[src/rtl/fault_supervisor.sv]
module fault_supervisor #(
  parameter int N_CH     = 8,
  parameter int N_REG    = 2,
  parameter int FILT_CYC = 750,
  parameter int SCB_CYC  = 150
) (
  input  logic             clk,
  input  logic             rst_n,
  input  logic             cs_n,
  input  logic [N_REG-1:0] pin_sel,
  input  logic [N_CH-1:0]  cmd_on,
  input  logic [N_CH-1:0]  v_above,
  input  logic [N_CH-1:0]  oc_flag,
  input  logic [N_REG-1:0] hot_flag,
  output logic [N_CH-1:0]  drv_en,
  output logic [N_REG-1:0] creg_req,
  output logic [N_CH-1:0]  ovl_latch,
  output logic [N_CH-1:0]  stat_word
);

  localparam int FW = $clog2(FILT_CYC + 1);

  logic            cs_q;
  logic            cs_fall, cs_rise;
  logic [N_CH-1:0] lock_q, ovl_q, flt_q, snap_q;
  logic [N_CH-1:0] trip, dgq, stat_now;

  assign cs_fall   = cs_q & ~cs_n;
  assign cs_rise   = ~cs_q & cs_n;
  assign drv_en    = cmd_on & ~lock_q;
  assign ovl_latch = ovl_q;
  assign stat_word = snap_q;

  for (genvar g = 0; g < N_CH; g++) begin : g_ch
    localparam int OLIM = (g < N_REG) ? FILT_CYC : SCB_CYC;
    localparam int OW   = $clog2(OLIM + 1);

    logic [OW-1:0] oc_cnt;
    logic          oc_cond, d_cond;

    assign oc_cond = drv_en[g] & oc_flag[g];
    assign d_cond  = cmd_on[g] ? v_above[g] : ~v_above[g];

    always_ff @(posedge clk or negedge rst_n)
      if (!rst_n)                     oc_cnt <= '0;
      else if (!oc_cond)              oc_cnt <= '0;
      else if (oc_cnt != OW'(OLIM))   oc_cnt <= oc_cnt + 1'b1;

    if (g < N_REG) begin : g_reg
      logic [FW-1:0] th_cnt, dg_cnt;
      logic          th_cond;

      assign th_cond = drv_en[g] & hot_flag[g];

      always_ff @(posedge clk or negedge rst_n)
        if (!rst_n)                       th_cnt <= '0;
        else if (!th_cond)                th_cnt <= '0;
        else if (th_cnt != FW'(FILT_CYC)) th_cnt <= th_cnt + 1'b1;

      always_ff @(posedge clk or negedge rst_n)
        if (!rst_n)                       dg_cnt <= '0;
        else if (!d_cond)                 dg_cnt <= '0;
        else if (dg_cnt != FW'(FILT_CYC)) dg_cnt <= dg_cnt + 1'b1;

      assign creg_req[g] = oc_cond & (oc_cnt == OW'(OLIM));
      assign trip[g]     = th_cond & (th_cnt >= FW'(FILT_CYC - 1));
      assign dgq[g]      = d_cond & (dg_cnt >= FW'(FILT_CYC - 1));
      assign stat_now[g] = (pin_sel[g] | ~cmd_on[g]) ? ~flt_q[g] : flt_q[g];

      // regulation is only requested after overcurrent has been present
      assert_creg_needs_oc_R4: assert property (@(posedge clk) disable iff (!rst_n)
        $rose(creg_req[g]) |-> $past(oc_flag[g]));
    end else begin : g_sw
      assign trip[g]     = oc_cond & (oc_cnt >= OW'(OLIM - 1));
      assign dgq[g]      = d_cond;
      assign stat_now[g] = cmd_on[g] ? flt_q[g] : ~flt_q[g];
    end

    // a set overload latch survives until a chip-select fall
    assert_ovl_holds_R7: assert property (@(posedge clk) disable iff (!rst_n)
      (ovl_q[g] && !cs_fall) |=> ovl_q[g]);

    // lockout ends only at a chip-select rise with the latch already clear
    assert_lock_release_R6: assert property (@(posedge clk) disable iff (!rst_n)
      $fell(lock_q[g]) |-> ($past(cs_rise) && !$past(ovl_q[g])));
  end

  always_ff @(posedge clk or negedge rst_n)
    if (!rst_n) begin
      cs_q   <= 1'b1;
      ovl_q  <= '0;
      lock_q <= '0;
      flt_q  <= '0;
      snap_q <= '0;
    end else begin
      cs_q   <= cs_n;
      ovl_q  <= cs_fall ? trip : (ovl_q | trip);
      lock_q <= trip | (lock_q & ~({N_CH{cs_rise}} & ~ovl_q));
      flt_q  <= cs_fall ? '0 : (flt_q | dgq | ovl_q);
      if (cs_fall) snap_q <= stat_now;
    end

  // the status word changes only on a chip-select fall
  assert_stat_stable_R10: assert property (@(posedge clk) disable iff (!rst_n)
    !cs_fall |=> $stable(snap_q));

endmodule

[config.mk]
export PLATFORM = sky130hd
export DESIGN_NAME = fault_supervisor
export DESIGN_NICKNAME = d
export VERILOG_FILES = /design/src/rtl/fault_supervisor.sv
export SDC_FILE = /design/constraint.sdc
export NUM_CORES = 1
export LEC_CHECK = 0
export BUFFER_PORTS_ARGS = -buffer_cell sky130_fd_sc_hd__buf_2
export CORE_MARGIN = 3
export CORE_UTILIZATION = 59
export DETAILED_ROUTE_END_ITERATION = 6
export PLACE_DENSITY = 0.77
export SYNTH_ARGS = -nofsm -noshare
export SYNTH_HDL_FRONTEND = slang
export SYNTH_SLANG_ARGS = --single-unit
[constraint.sdc]
create_clock -name clk -period 4 [get_ports clk]
set_input_delay 0.2 -clock clk [delete_from_list [all_inputs] [get_ports clk]]
set_output_delay 0.2 -clock clk [all_outputs]
set_load 0.01 [all_outputs]
==> impl_metrics.tcl <==
set metrics [dict create \
    cp.required_ns 3.80 \
    placed_area_um2 8230 \
    clock_sinks 141 \
    tritoncts "yes" \
    clk_path_buf_depth 2 \
    fin_skew_ns 0.00821 \
    start_kind "flop" \
    fill_cells 960 \
    synth.most_common_cell "dfrtp_1" \
    first_pass_iters 5 \
    worst_pin_slew_ns 1.15 \
    grt_overflow 0 \
    maxCapViolCount 0 \
    async_flop_share_pct 100 \
    synth_flop_cell "dfrtp_1" \
    insertion_delay_ns 0.42 \
    end_kind "output port" \
    place_ws_ns 2.04 \
    first_global_vias 6369 \
    portBuffers 56 \
    clock.fmax_mhz 486 \
    cts_resized 0 \
    ctsHoldBuffers 2 \
    cts_setup_buffers 0 \
    critPathKind "reg2out" \
    ir_drop_mv 0.323 \
    fp-row-count 41 \
    cts_root_buffer "clkbuf_16" \
    post-route-period-util_pct 51.4 \
    dp_hpwl_um 11800 \
    slew_viol_final 0 \
    tns_ns 0 \
    fin_nets 962 \
    arrival_ns 1.86 \
    wire_per_inst_um 15.7 \
    synth_nets 899 \
    status "finished, final reports clean" \
    drc 0 \
    total_power_w 0.00320 \
    critical_path.max_fanout 6 \
    die_w_um 121 \
    yosys_warnings 0 \
    die_h_um 121 \
    syn_area_per_cell_um2 9.46 \
    grt_pass1_wl_um 28800 \
    wl_um 16800 \
    cts_max_level 4 \
    synthTopCellsByCount "dfrtp_1, o21ai_0, nand2_1" \
    yosysUniqueCellTypes 56 \
    hold_viol 0 \
    vias 6609 \
    numCtsBuffers 17 \
    drive_above_1_share_pct 11.1 \
    fin_cells 1071 \
    power.leakage_nw 3.80 \
    finalSetupViolations 0 \
    die_area_um2 14600 \
    clk_pin_slew_ns 0.06 \
    period_needed_ns 2.06 \
    antenna_found_initial 0 \
    coreArea_um2 12800 \
    power_density_nw_per_um2 364 \
    drt-initial-drc-count 450 \
    yosys.area.top_type "dfrtp_1" \
    worst_slack_ns 1.94 \
    insertedDiodeCount 0 \
    synth_enable_flop_cells 0 \
    start_util_pct 61.0 \
    slew_headroom_pct 23.5 \
    synth_area_leaders "dfrtp_1, ha_1, o21ai_0" \
    fin_area_um2 8790 \
    grtUsageTotal_pct 24.2 \
    gp_congestion 0.895 \
    ios 57 \
    dp_cells 1038 \
    vias_per_cell 6.17 \
    grt_setup_unrepaired "false" \
    synth_cells 824 \
    antenna_left 0 \
    seq_area_frac_synth_pct 45.3 \
    hold_path.class "in2reg" \
    post-synth-top-area-fraction_pct 44.9 \
    synth_area_um2 7800 \
    ys_seq_elements 141 \
    grt_max_degree 110 \
    syn_to_final_growth_pct 12.7 \
]
[metal layers]
metal	up-vias	global-route usage [%]	share of wire (%)
li1	3166	-	-
met1	3235	30.0	43
met2	180	41.9	51
met3	28	5.22	5.0
met4	0	8.36	1.7
met5	-	0	0
[worst max-delay path: stages, from the launching register on]
cell and delay [ns]:
dfrtp_1 0.43, inv_1 0.09, ha_1 0.16, nand4_1 0.09, or4_4 0.43, nor2_1 0.10
buf_2 0.14
[final cells by class]
class / instances / area (um2) / area share, %
well taps: 172 / 215 / 2.45
clock inverters: 7 / 37.5 / 0.427
multi-input cells: 632 / 4060 / 46.2
inverters: 36 / 135 / 1.54
repair buffers: 59 / 314 / 3.57
clock buffers: 24 / 502 / 5.71
flip-flops and latches: 141 / 3530 / 40.2
[worst paths after layout]
kind,start,end,slack (ns),cells after the start
worst min-delay path,oc_flag[7],lock_q[7],0.11,3
min in group asynchronous,rst_n,g_ch[5].oc_cnt[1],0.45,2
worst max-delay path,g_ch[1].oc_cnt[0],creg_req[1],1.94,6
max in group asynchronous,rst_n,g_ch[3].oc_cnt[3],2.47,3
worst min register to register,stat_word[6],stat_word[6],0.48,2
worst max register to register,cs_q,flt_q[1],2.12,3
[logic make-up (layout without fill, tap and decap cells)]
kind of cell / after synthesis / count (layout) / share of synthesized area, %
simple gates: 333 / 333 / 24.2
compound gates: 216 / 216 / 16.2
flops: 141 / 141 / 45.3
buf+inv: 51 / 126 / 2.70
fa+ha+maj: 44 / 44 / 7.06
xor+xnor: 24 / 24 / 2.70
mux: 15 / 15 / 1.93
[stage by stage]
step	utilization [%]	hold slack (ns)
5_1_grt	68.8	0.120
6_report	68.8	0.114
3_5_place_dp	64.4	0.328
4_1_cts	68.8	0.102
3_3_place_gp	64.4	0.325
2_1_floorplan	-	-0.0956
[state kept, by name (all words and copies together) (netlist names)]
| register | count |
|---|---|
| g_ch.oc_cnt | 68 |
| g_ch.g_reg.dg_cnt | 20 |
| g_ch.g_reg.th_cnt | 20 |
| flt_q | 8 |
| lock_q | 8 |
| ovl_latch | 8 |
| stat_word | 8 |
| cs_q | 1 |
[placed cells by master, fill, tap and decap left out, drive strengths merged, types with 11 or more instances in the layout]
cell type | netlist | layout
buf | 9 | 57
ha | 44 | 44
a21oi | 69 | 69
or3 | 35 | 35
o31ai | 11 | 11
nor2 | 20 | 20
or4 | 12 | 12
mux2i | 15 | 15
a31oi | 18 | 18
inv | 36 | 36
nand4 | 28 | 28
nand2 | 80 | 80
nand3 | 53 | 53
nand2b | 17 | 17
dfrtp | 140 | 140
nor3 | 28 | 28
xor2 | 14 | 14
o21ai | 83 | 83
clkbuf | 6 | 24
[where the power goes]
group	switching [W]	internal (W)	total [W]
clock network	0.000573	0.000863	0.00144
logic	0.000155	0.0000892	0.000245
registers	0.0000460	0.00147	0.00152
total	0.000774	0.00242	0.00320
Power figures use the tool's default switching activity.
